## config.mk

```make
export PLATFORM = sky130hd
export DESIGN_NAME = nand_flow_seq
export DESIGN_NICKNAME = d
export VERILOG_FILES = /design/src/rtl/nand_flow_pkg.sv /design/src/rtl/nfs_frame_build.sv /design/src/rtl/nfs_id_capture.sv /design/src/rtl/nfs_flow_ctrl.sv /design/src/rtl/nand_flow_seq.sv
export SDC_FILE = /design/constraint.sdc
export NUM_CORES = 1
export LEC_CHECK = 0
export ABC_AREA = 1
export CAP_MARGIN = 15
export CORE_MARGIN = 4
export CORE_UTILIZATION = 49
export CTS_BUF_LIST = sky130_fd_sc_hd__clkbuf_16
export CTS_CLUSTER_SIZE = 30
export DETAILED_ROUTE_END_ITERATION = 8
export PLACE_DENSITY = 0.93
export RECOVER_POWER = 25
export SLEW_MARGIN = 20
export SYNTH_ARGS = -nofsm -noshare
export SYNTH_HDL_FRONTEND = slang
export SYNTH_SLANG_ARGS = --single-unit
```

## constraint.sdc

```tcl
create_clock -name clk -period 5.26 [get_ports clk]
set_input_delay 1.052 -clock clk [delete_from_list [all_inputs] [get_ports clk]]
set_output_delay 1.052 -clock clk [all_outputs]
set_load 0.01 [all_outputs]
```

## src/rtl/nand_flow_pkg.sv

```systemverilog
package nand_flow_pkg;

    localparam int ROW_W = 24;
    localparam int COL_W = 16;

    localparam logic [7:0] OPC_RESET      = 8'hFF;
    localparam logic [7:0] OPC_WREN       = 8'h06;
    localparam logic [7:0] OPC_READ_ID    = 8'h9F;
    localparam logic [7:0] OPC_ARRAY_READ = 8'h13;
    localparam logic [7:0] OPC_CACHE_RD1  = 8'h0B;
    localparam logic [7:0] OPC_CACHE_RD4  = 8'h6B;
    localparam logic [7:0] OPC_EXECUTE    = 8'h10;
    localparam logic [7:0] OPC_ERASE      = 8'hD8;
    localparam logic [7:0] OPC_LOAD1_CLR  = 8'h02;
    localparam logic [7:0] OPC_LOAD4_CLR  = 8'h32;
    localparam logic [7:0] OPC_LOAD1_KEEP = 8'h84;
    localparam logic [7:0] OPC_LOAD4_KEEP = 8'h34;

    // Status bit positions, relative to the captured slice [5:2]
    localparam int ST_ERASE_FAIL = 0;
    localparam int ST_PROG_FAIL  = 1;
    localparam int ST_ECC_LO     = 2;

    typedef enum logic [2:0] {
        REQ_RESET     = 3'd0,
        REQ_READ_ID   = 3'd1,
        REQ_PAGE_READ = 3'd2,
        REQ_PROGRAM   = 3'd3,
        REQ_ERASE     = 3'd4
    } req_kind_e;

    typedef enum logic [3:0] {
        FR_RESET,
        FR_WREN,
        FR_READ_ID,
        FR_ARRAY_READ,
        FR_CACHE_READ,
        FR_CACHE_LOAD,
        FR_EXECUTE,
        FR_ERASE
    } frame_kind_e;

    typedef enum logic [1:0] {
        ACT_FRAME,
        ACT_WAIT,
        ACT_END
    } act_e;

    typedef enum logic [1:0] {
        DIR_NONE = 2'd0,
        DIR_IN   = 2'd1,
        DIR_OUT  = 2'd2
    } dir_e;

    typedef struct packed {
        act_e        act;
        frame_kind_e frame;
    } step_t;

    typedef struct packed {
        logic [2:0]       kind;
        logic [ROW_W-1:0] row;
        logic [COL_W-1:0] col;
        logic             random_load;
        logic             quad;
        logic [1:0]       id_form;
    } req_hdr_t;

    typedef struct packed {
        logic [7:0]       opcode;
        logic [ROW_W-1:0] addr;
        logic [1:0]       addr_bytes;
        logic [1:0]       dummy_bytes;
        dir_e             dir;
        logic             quad;
    } frame_hdr_t;

    // Step list of each flow, indexed by position in the flow
    function automatic step_t flow_step(input logic [2:0] kind, input logic [2:0] idx);
        step_t s;
        s.act   = ACT_END;
        s.frame = FR_RESET;
        case (kind)
            REQ_RESET: begin
                if (idx == 3'd0) s = '{ACT_FRAME, FR_RESET};
                else if (idx == 3'd1) s.act = ACT_WAIT;
            end
            REQ_READ_ID: begin
                if (idx == 3'd0) s = '{ACT_FRAME, FR_READ_ID};
            end
            REQ_PAGE_READ: begin
                if (idx == 3'd0) s = '{ACT_FRAME, FR_ARRAY_READ};
                else if (idx == 3'd1) s.act = ACT_WAIT;
                else if (idx == 3'd2) s = '{ACT_FRAME, FR_CACHE_READ};
            end
            REQ_PROGRAM: begin
                if (idx == 3'd0) s = '{ACT_FRAME, FR_WREN};
                else if (idx == 3'd1) s = '{ACT_FRAME, FR_CACHE_LOAD};
                else if (idx == 3'd2) s = '{ACT_FRAME, FR_EXECUTE};
                else if (idx == 3'd3) s.act = ACT_WAIT;
            end
            REQ_ERASE: begin
                if (idx == 3'd0) s = '{ACT_FRAME, FR_WREN};
                else if (idx == 3'd1) s = '{ACT_FRAME, FR_ERASE};
                else if (idx == 3'd2) s.act = ACT_WAIT;
            end
            default: ;
        endcase
        return s;
    endfunction

    function automatic logic [7:0] load_opcode(input logic keep, input logic quad);
        logic [7:0] op;
        case ({keep, quad})
            2'b00:   op = OPC_LOAD1_CLR;
            2'b01:   op = OPC_LOAD4_CLR;
            2'b10:   op = OPC_LOAD1_KEEP;
            default: op = OPC_LOAD4_KEEP;
        endcase
        return op;
    endfunction

endpackage

```

## src/rtl/nfs_frame_build.sv

```systemverilog
module nfs_frame_build
    import nand_flow_pkg::*;
#(
    parameter int LEN_W    = 13,
    parameter int ID_BYTES = 4
) (
    input  frame_kind_e      fk,
    input  req_hdr_t         rq,
    input  logic [LEN_W-1:0] len,
    output frame_hdr_t       hdr,
    output logic [LEN_W-1:0] dlen
);

    localparam logic [LEN_W-1:0] ID_LEN = LEN_W'(ID_BYTES);

    always_comb begin
        hdr  = '0;
        dlen = '0;
        unique case (fk)
            FR_RESET: hdr.opcode = OPC_RESET;
            FR_WREN:  hdr.opcode = OPC_WREN;
            FR_READ_ID: begin
                hdr.opcode = OPC_READ_ID;
                hdr.dir    = DIR_IN;
                dlen       = ID_LEN;
                if (rq.id_form == 2'd1) hdr.addr_bytes  = 2'd1;
                if (rq.id_form == 2'd2) hdr.dummy_bytes = 2'd1;
            end
            FR_ARRAY_READ: begin
                hdr.opcode     = OPC_ARRAY_READ;
                hdr.addr       = rq.row;
                hdr.addr_bytes = 2'd3;
            end
            FR_CACHE_READ: begin
                hdr.opcode      = rq.quad ? OPC_CACHE_RD4 : OPC_CACHE_RD1;
                hdr.addr        = {{(ROW_W-COL_W){1'b0}}, rq.col};
                hdr.addr_bytes  = 2'd2;
                hdr.dummy_bytes = 2'd1;
                hdr.dir         = DIR_IN;
                hdr.quad        = rq.quad;
                dlen            = len;
            end
            FR_CACHE_LOAD: begin
                hdr.opcode     = load_opcode(rq.random_load, rq.quad);
                hdr.addr       = {{(ROW_W-COL_W){1'b0}}, rq.col};
                hdr.addr_bytes = 2'd2;
                hdr.dir        = DIR_OUT;
                hdr.quad       = rq.quad;
                dlen           = len;
            end
            FR_EXECUTE: begin
                hdr.opcode     = OPC_EXECUTE;
                hdr.addr       = rq.row;
                hdr.addr_bytes = 2'd3;
            end
            FR_ERASE: begin
                hdr.opcode     = OPC_ERASE;
                hdr.addr       = rq.row;
                hdr.addr_bytes = 2'd3;
            end
            default: ;
        endcase
    end

endmodule

```

## src/rtl/nfs_id_capture.sv

```systemverilog
module nfs_id_capture #(
    parameter int ID_BYTES = 4
) (
    input  logic                  clk,
    input  logic                  rst,
    input  logic                  clear,
    input  logic                  enable,
    input  logic                  rx_valid,
    input  logic [7:0]            rx_byte,
    output logic [8*ID_BYTES-1:0] id_data
);

    localparam int PTR_W = $clog2(ID_BYTES + 1);
    localparam logic [PTR_W-1:0] PTR_MAX = PTR_W'(ID_BYTES);

    logic [PTR_W-1:0] ptr_q;
    logic             take;

    assign take = enable && rx_valid && (ptr_q < PTR_MAX);

    always_ff @(posedge clk) begin
        if (rst || clear) ptr_q <= '0;
        else if (take)    ptr_q <= ptr_q + 1'b1;
    end

    for (genvar b = 0; b < ID_BYTES; b++) begin : g_byte
        always_ff @(posedge clk) begin
            if (rst || clear)
                id_data[b*8 +: 8] <= 8'h00;
            else if (take && ptr_q == PTR_W'(b))
                id_data[b*8 +: 8] <= rx_byte;
        end
    end

    assert_ptr_bound_R5: assert property (@(posedge clk) disable iff (rst)
        ptr_q <= PTR_MAX);

    assert_no_capture_outside_R5: assert property (@(posedge clk) disable iff (rst)
        (!enable && !clear) |=> $stable(id_data));

endmodule

```

## src/rtl/nfs_flow_ctrl.sv

```systemverilog
module nfs_flow_ctrl
    import nand_flow_pkg::*;
#(
    parameter int LEN_W = 13
) (
    input  logic             clk,
    input  logic             rst,
    input  logic             req_valid,
    input  req_hdr_t         req_in,
    input  logic [LEN_W-1:0] len_in,
    input  logic             frm_ready,
    input  logic             frm_done,
    input  logic             poll_done,
    input  logic [7:0]       poll_status,
    output req_hdr_t         rq,
    output logic [LEN_W-1:0] len_q,
    output frame_kind_e      frame_sel,
    output logic             busy,
    output logic             frm_valid,
    output logic             poll_req,
    output logic             id_clear,
    output logic             id_enable,
    output logic             done,
    output logic             done_fail,
    output logic [1:0]       done_ecc
);

    typedef enum logic [1:0] {S_IDLE, S_RUN, S_XFER} state_e;

    state_e      state_q;
    logic [2:0]  idx_q;
    logic [3:0]  stat_q;
    frame_kind_e cur_q;
    step_t       st;
    logic        accept;
    logic        end_fail;
    logic [1:0]  end_ecc;

    assign st        = flow_step(rq.kind, idx_q);
    assign frame_sel = st.frame;
    assign busy      = (state_q != S_IDLE);
    assign accept    = (state_q == S_IDLE) && req_valid;
    assign frm_valid = (state_q == S_RUN) && (st.act == ACT_FRAME);
    assign poll_req  = (state_q == S_RUN) && (st.act == ACT_WAIT);
    assign id_clear  = accept;
    assign id_enable = (state_q == S_XFER) && (cur_q == FR_READ_ID);

    always_comb begin
        end_ecc  = 2'b00;
        end_fail = 1'b0;
        case (rq.kind)
            REQ_RESET, REQ_READ_ID: end_fail = 1'b0;
            REQ_PAGE_READ: begin
                end_ecc  = stat_q[ST_ECC_LO +: 2];
                end_fail = (stat_q[ST_ECC_LO +: 2] == 2'b10);
            end
            REQ_PROGRAM: end_fail = stat_q[ST_PROG_FAIL];
            REQ_ERASE:   end_fail = stat_q[ST_ERASE_FAIL];
            default:     end_fail = 1'b1;
        endcase
    end

    always_ff @(posedge clk) begin
        if (rst) begin
            state_q   <= S_IDLE;
            idx_q     <= '0;
            stat_q    <= '0;
            cur_q     <= FR_RESET;
            rq        <= '0;
            len_q     <= '0;
            done      <= 1'b0;
            done_fail <= 1'b0;
            done_ecc  <= 2'b00;
        end else begin
            done <= 1'b0;
            unique case (state_q)
                S_IDLE: begin
                    if (req_valid) begin
                        rq      <= req_in;
                        len_q   <= len_in;
                        idx_q   <= '0;
                        stat_q  <= '0;
                        state_q <= S_RUN;
                    end
                end
                S_RUN: begin
                    unique case (st.act)
                        ACT_FRAME: begin
                            if (frm_ready) begin
                                cur_q   <= st.frame;
                                state_q <= S_XFER;
                            end
                        end
                        ACT_WAIT: begin
                            if (poll_done) begin
                                stat_q <= poll_status[5:2];
                                idx_q  <= idx_q + 3'd1;
                            end
                        end
                        default: begin
                            done      <= 1'b1;
                            done_fail <= end_fail;
                            done_ecc  <= end_ecc;
                            state_q   <= S_IDLE;
                        end
                    endcase
                end
                S_XFER: begin
                    if (frm_done) begin
                        idx_q   <= idx_q + 3'd1;
                        state_q <= S_RUN;
                    end
                end
                default: state_q <= S_IDLE;
            endcase
        end
    end

    assert_accept_idle_R2: assert property (@(posedge clk) disable iff (rst)
        (!busy && req_valid) |=> busy);

    assert_latch_held_R2: assert property (@(posedge clk) disable iff (rst)
        (busy && $past(busy)) |-> $stable(rq));

    assert_poll_hold_R3: assert property (@(posedge clk) disable iff (rst)
        (poll_req && !poll_done) |=> poll_req);

    assert_frame_hold_R12: assert property (@(posedge clk) disable iff (rst)
        (frm_valid && !frm_ready) |=> frm_valid);

    assert_done_pulse_R13: assert property (@(posedge clk) disable iff (rst)
        done |=> !done);

endmodule

```

## src/rtl/nand_flow_seq.sv

```systemverilog
module nand_flow_seq
    import nand_flow_pkg::*;
#(
    parameter int LEN_W    = 13,
    parameter int ID_BYTES = 4
) (
    input  logic                  clk,
    input  logic                  rst,
    input  logic                  req_valid,
    input  logic [2:0]            req_kind,
    input  logic [23:0]           req_row,
    input  logic [15:0]           req_col,
    input  logic [LEN_W-1:0]      req_len,
    input  logic                  req_random_load,
    input  logic                  req_quad,
    input  logic [1:0]            req_id_form,
    output logic                  busy,
    output logic                  frm_valid,
    input  logic                  frm_ready,
    output logic [7:0]            frm_opcode,
    output logic [23:0]           frm_addr,
    output logic [1:0]            frm_addr_bytes,
    output logic [1:0]            frm_dummy_bytes,
    output logic [1:0]            frm_dir,
    output logic                  frm_quad,
    output logic [LEN_W-1:0]      frm_len,
    input  logic                  frm_done,
    input  logic                  rx_valid,
    input  logic [7:0]            rx_byte,
    output logic                  poll_req,
    input  logic                  poll_done,
    input  logic [7:0]            poll_status,
    output logic                  done,
    output logic                  done_fail,
    output logic [1:0]            done_ecc,
    output logic [8*ID_BYTES-1:0] id_data
);

    req_hdr_t         req_in;
    req_hdr_t         rq;
    logic [LEN_W-1:0] len_q;
    frame_kind_e      frame_sel;
    frame_hdr_t       hdr;
    logic             id_clear;
    logic             id_enable;

    always_comb begin
        req_in.kind        = req_kind;
        req_in.row         = req_row;
        req_in.col         = req_col;
        req_in.random_load = req_random_load;
        req_in.quad        = req_quad;
        req_in.id_form     = req_id_form;
    end

    nfs_flow_ctrl #(.LEN_W(LEN_W)) u_ctrl (
        .clk         (clk),
        .rst         (rst),
        .req_valid   (req_valid),
        .req_in      (req_in),
        .len_in      (req_len),
        .frm_ready   (frm_ready),
        .frm_done    (frm_done),
        .poll_done   (poll_done),
        .poll_status (poll_status),
        .rq          (rq),
        .len_q       (len_q),
        .frame_sel   (frame_sel),
        .busy        (busy),
        .frm_valid   (frm_valid),
        .poll_req    (poll_req),
        .id_clear    (id_clear),
        .id_enable   (id_enable),
        .done        (done),
        .done_fail   (done_fail),
        .done_ecc    (done_ecc)
    );

    nfs_frame_build #(.LEN_W(LEN_W), .ID_BYTES(ID_BYTES)) u_build (
        .fk   (frame_sel),
        .rq   (rq),
        .len  (len_q),
        .hdr  (hdr),
        .dlen (frm_len)
    );

    nfs_id_capture #(.ID_BYTES(ID_BYTES)) u_id (
        .clk      (clk),
        .rst      (rst),
        .clear    (id_clear),
        .enable   (id_enable),
        .rx_valid (rx_valid),
        .rx_byte  (rx_byte),
        .id_data  (id_data)
    );

    assign frm_opcode      = hdr.opcode;
    assign frm_addr        = hdr.addr;
    assign frm_addr_bytes  = hdr.addr_bytes;
    assign frm_dummy_bytes = hdr.dummy_bytes;
    assign frm_dir         = hdr.dir;
    assign frm_quad        = hdr.quad;

    assert_desc_stable_R12: assert property (@(posedge clk) disable iff (rst)
        (frm_valid && !frm_ready) |=> ($stable(frm_opcode) && $stable(frm_addr)
                                       && $stable(frm_len) && $stable(frm_dir)));

    assert_activity_busy_R2: assert property (@(posedge clk) disable iff (rst)
        (frm_valid || poll_req) |-> busy);

    assert_done_idle_R13: assert property (@(posedge clk) disable iff (rst)
        done |-> (!busy && $past(busy)));

    assert_one_channel_R12: assert property (@(posedge clk) disable iff (rst)
        !(frm_valid && poll_req));

endmodule

```

==> flow_summary.html <==
<table>
<tr><th>Metric</th><th>Value</th></tr>
<tr><th colspan="2">STA</th></tr>
<tr><td>Remaining max-slew budget at the tightest pin</td><td>0.345</td></tr>
<tr><td>Final hold viol count</td><td>0</td></tr>
<tr><td>Total of endpoints with negative setup slack in the final report</td><td>0</td></tr>
<tr><td>Clock Skews</td><td>0.0128 ns</td></tr>
<tr><td>Setup repair after global routing missed its margin</td><td>no</td></tr>
<tr><td>Upper clock frequency limit</td><td>235 MHz</td></tr>
<tr><td>Period Utilization, post-route</td><td>0.808</td></tr>
<tr><td>WHS</td><td>0.454 ns</td></tr>
<tr><td>Actual transition at the worst max-transition pin</td><td>0.976 ns</td></tr>
<tr><td>Pins over their slew limit</td><td>0</td></tr>
<tr><td>Final worst path period need</td><td>4.25 ns</td></tr>
<tr><td>Final total negative setup slack</td><td>0 ns</td></tr>
<tr><th colspan="2">Clock tree</th></tr>
<tr><td>Latest clock arrival within the worst-skew pair</td><td>0.35 ns</td></tr>
<tr><td>Clk sink count</td><td>111</td></tr>
<tr><td>Post-CTS setup buffer count</td><td>0</td></tr>
<tr><td>CTS Buf Count</td><td>9</td></tr>
<tr><td>Worst-path clk slew</td><td>0.08 ns</td></tr>
<tr><td>Master cell of the clock root buffer</td><td>clkbuf_16</td></tr>
<tr><td>CTS H-Tree Depth</td><td>3</td></tr>
<tr><td>TritonCTS clock tree</td><td>done</td></tr>
<tr><td>Buffer levels on the longest clock path</td><td>2</td></tr>
<tr><td>Number of buffers added to fix hold violations after cts</td><td>0</td></tr>
<tr><td>Post-CTS sizing</td><td>0</td></tr>
<tr><th colspan="2">Critical path</th></tr>
<tr><td>Slowest Stage Delay on Critical Path</td><td>0.62 ns</td></tr>
<tr><td>Critical path required time</td><td>4.21 ns</td></tr>
<tr><td>Startpoint type of the worst setup path</td><td>flop</td></tr>
<tr><td>Ordered cell list for the critical path</td><td>inv_1 -&gt; ha_1 -&gt; nor2_1 -&gt; nand3_1 -&gt; nor2_1 -&gt; a21oi_1 -&gt; nand2_2 -&gt; inv_2 -&gt; nand2_1 -&gt; nand2_8 -&gt; o21ai_0 -&gt; clkdlybuf4s50_1</td></tr>
<tr><td>Most frequent cell on the critical path</td><td>nor2_1</td></tr>
<tr><td>Max FO, Critical Path</td><td>20</td></tr>
<tr><td>Family of cells with the greatest summed delay on the critical path</td><td>simple AND/OR/NAND/NOR gates</td></tr>
<tr><td>Crit path kind</td><td>flop to output pin</td></tr>
<tr><td>Endpoint type of the worst setup path</td><td>output pin</td></tr>
<tr><td>Data arrival, critical path</td><td>3.20 ns</td></tr>
<tr><td>Standard cell with the maximum stage delay on the critical path</td><td>nand2_1</td></tr>
<tr><td>Critical path buffers and inverters</td><td>3</td></tr>
<tr><th colspan="2">Global routing</th></tr>
<tr><td>Vias in the first global route</td><td>4873</td></tr>
<tr><td>Largest net degree at the start of global routing</td><td>86</td></tr>
<tr><td>Antenna violations before repair</td><td>0</td></tr>
<tr><td>Global router's overall resource usage</td><td>0.237</td></tr>
<tr><td>Final global-route overflow total</td><td>0</td></tr>
<tr><td>Wire length of the first global-routing pass</td><td>22600 um</td></tr>
<tr><th colspan="2">Layout</th></tr>
<tr><td>Area of all placed cells without fillers</td><td>7030 um2</td></tr>
<tr><td>Fraction of layout instances using a drive strength above 1</td><td>0.0426</td></tr>
<tr><td>Area growth from synthesis to final layout</td><td>40.2%</td></tr>
<tr><td>Filler cells</td><td>766</td></tr>
<tr><td>Number of diodes added for antenna fixing</td><td>0</td></tr>
<tr><td>Net count of the finished layout</td><td>960</td></tr>
<tr><td>Number of standard cells in the final layout excluding fillers</td><td>1001</td></tr>
<tr><th colspan="2">Power and ir drop</th></tr>
<tr><td>Leakage power summed over all cells</td><td>2.90 nW</td></tr>
<tr><td>Total Power Consumption</td><td>0.00226 W</td></tr>
<tr><td>Peak supply drop</td><td>0.228 mV</td></tr>
<tr><td>Power density over cell area</td><td>322 nW/um2</td></tr>
<tr><th colspan="2">Yosys</th></tr>
<tr><td>Total of warnings raised by yosys</td><td>0</td></tr>
<tr><td>Synthesized instance count</td><td>718</td></tr>
<tr><td>Sequential fraction of the synthesis area</td><td>0.443</td></tr>
<tr><td>Largest cells by area after synthesis</td><td>dfxtp_1 44%, nand2_1 9.6%, nor2_1 9.6%, o21ai_0 7.2%, a21oi_1 7.1%</td></tr>
<tr><td>Proportion of register bits with asynchronous set or reset after synthesis</td><td>0</td></tr>
<tr><td>EDFF count, synth</td><td>0</td></tr>
<tr><td>Compound-cell area share of the yosys netlist</td><td>0.150</td></tr>
<tr><td>Top-area cell type share of the netlist area</td><td>0.443</td></tr>
<tr><td>Leading cell types by count after synthesis</td><td>128 x nand2_1, 128 x nor2_1, 111 x dfxtp_1, 72 x o21ai_0, 71 x a21oi_1</td></tr>
<tr><td>Adder-Cell Fraction of Synth Area</td><td>0.0349</td></tr>
<tr><td>Synthesized netlist net count</td><td>815</td></tr>
<tr><td>Post-synthesis instance area</td><td>5010 um2</td></tr>
<tr><td>Top FF cell, synth</td><td>dfxtp_1</td></tr>
<tr><td>Xor/xnor share of the synthesized area</td><td>0</td></tr>
<tr><td>Unique cell type count in the Yosys netlist</td><td>30</td></tr>
<tr><td>Main combinational cell family by area after synthesis</td><td>simple AND/OR/NAND/NOR gates</td></tr>
<tr><td>Flops &amp; latches, synth</td><td>111</td></tr>
<tr><td>Simple-gate share of the synthesized area</td><td>0.288</td></tr>
<tr><td>Leading area contributor after synthesis</td><td>dfxtp_1</td></tr>
<tr><td>Synthesized area divided by synthesized cell count</td><td>6.98 um2</td></tr>
<tr><td>Multiplexer share of the synthesized area</td><td>0</td></tr>
<tr><th colspan="2">Drt</th></tr>
<tr><td>Number of DRC markers in iteration 0</td><td>363</td></tr>
<tr><td>Final routed wire length divided by cell count</td><td>14.0 um</td></tr>
<tr><td>Residual DRC</td><td>0</td></tr>
<tr><td>Number of nets with antenna violations after routing</td><td>0</td></tr>
<tr><td>Via density per instance</td><td>5.09</td></tr>
<tr><td>Final wirelength</td><td>14000 um</td></tr>
<tr><td>Pre-Repair DR Iteration Count</td><td>5</td></tr>
<tr><td>Via count</td><td>5097</td></tr>
<tr><th colspan="2">Hold path</th></tr>
<tr><td>Min-Delay Path Class</td><td>flop to flop</td></tr>
<tr><th colspan="2">Place</th></tr>
<tr><td>Placed Area</td><td>6720 um2</td></tr>
<tr><td>Count of placed standard cells including taps</td><td>985</td></tr>
<tr><td>Dpl hpwl</td><td>10100 um</td></tr>
<tr><td>Buffers added on ports</td><td>168</td></tr>
<tr><td>Gpl congestion</td><td>0.894</td></tr>
<tr><th colspan="2">Floorplanning</th></tr>
<tr><td>Die X-Extent</td><td>109 um</td></tr>
<tr><td>Ports placed on the boundary</td><td>174</td></tr>
<tr><td>Initial standard-cell utilization of the core</td><td>0.508</td></tr>
<tr><td>DIE HEIGHT</td><td>109 um</td></tr>
<tr><td>Core box area</td><td>9860 um2</td></tr>
<tr><td>Row count</td><td>36</td></tr>
<tr><td>Total Die Area</td><td>11900 um2</td></tr>
<tr><th colspan="2">Run status</th></tr>
<tr><td>Run status</td><td>completed</td></tr>
<tr><th colspan="2">Job</th></tr>
<tr><td>Max-capacitance violation count</td><td>0</td></tr>
</table>
## power breakdown
part / switching (W) / internal, W
clock network: 0.000344 / 0.000387
logic: 0.000340 / 0.000222
registers: 0.0000438 / 0.000923
total: 0.000728 / 0.00153
## registers in the layout, summed over array words and instances, names as in the netlist
name,flops
u_id.ptr_q,3
u_ctrl.done_fail,1
u_ctrl.idx_q,3
u_ctrl.done_ecc,2
u_ctrl.done,1
u_ctrl.stat_q,4
u_id.id_data,32
u_ctrl.len_q,13
u_ctrl.state_q,2
u_ctrl.rq,47
u_ctrl.cur_q,3
## logic make-up after synthesis
group	count (synthesis)
buffers and inverters	102
flip-flops	111
AND/OR/NAND/NOR	342
AO/OA/AOI/OAI	148
other	1
adder cells (fa/ha/maj)	14
## cell usage in the layout, fill, tap and decap left out, drive strengths merged, types with 3 or more instances in the layout
cell / instances
ha: 14
nand4: 4
clkdlybuf4s50: 130
inv: 69
nor2: 134
o21ai: 73
clkbuf: 9
clkinv: 3
dfxtp: 111
nand2: 133
dlygate4sd3: 38
a21oi: 71
nand3: 68
## final timing paths
| check | to | slack, ns | startpoint | cells after the start |
|---|---|---|---|---|
| worst max-delay path | frm_addr_bytes[0] | 1.01 | u_ctrl.idx_q[1] | 12 |
| worst max register to register | u_id.id_data[13] | 2.35 | u_ctrl.state_q[0] | 7 |
| worst min-delay path | u_ctrl.len_q[7] | 0.45 | u_ctrl.len_q[7] | 2 |
| worst min register to register | u_ctrl.len_q[7] | 0.45 | u_ctrl.len_q[7] | 2 |
## area by class of cell
cell class | instances | area, um2 | area share
well taps | 133 | 166 | 0.0237
multi-input cells | 505 | 2370 | 0.337
clock buffers | 9 | 225 | 0.0320
flip-flops and latches | 111 | 2220 | 0.316
repair buffers | 170 | 1700 | 0.241
inverters | 66 | 253 | 0.0360
clock inverters | 7 | 97.6 | 0.0139
## metal layers
metal / wire length, um / GRT usage / vias up
met3: 1270 / 0.0770 / 23
met2: 6460 / 0.401 / 183
met4: 349 / 0.0812 / 0
met5: 0 / 0 / -
met1: 5910 / 0.283 / 2297
li1: - / - / 2594
## worst min-delay path: cells and delay by family (launching register included)
family	cells	cell delay, ns
AOI/OAI and AO/OA	1	0.05
buffers and inverters	1	0.06
DFF	1	0.30
## per-stage QoR
step,setup WS [ns],utilization
6_report,1.01,0.713
5_1_grt,0.721,0.713
4_1_cts,0.969,0.714
3_5_place_dp,1.36,0.681
3_3_place_gp,1.41,0.681
2_1_floorplan,2.48,-
No activity file was read; power rests on OpenSTA's default activity.
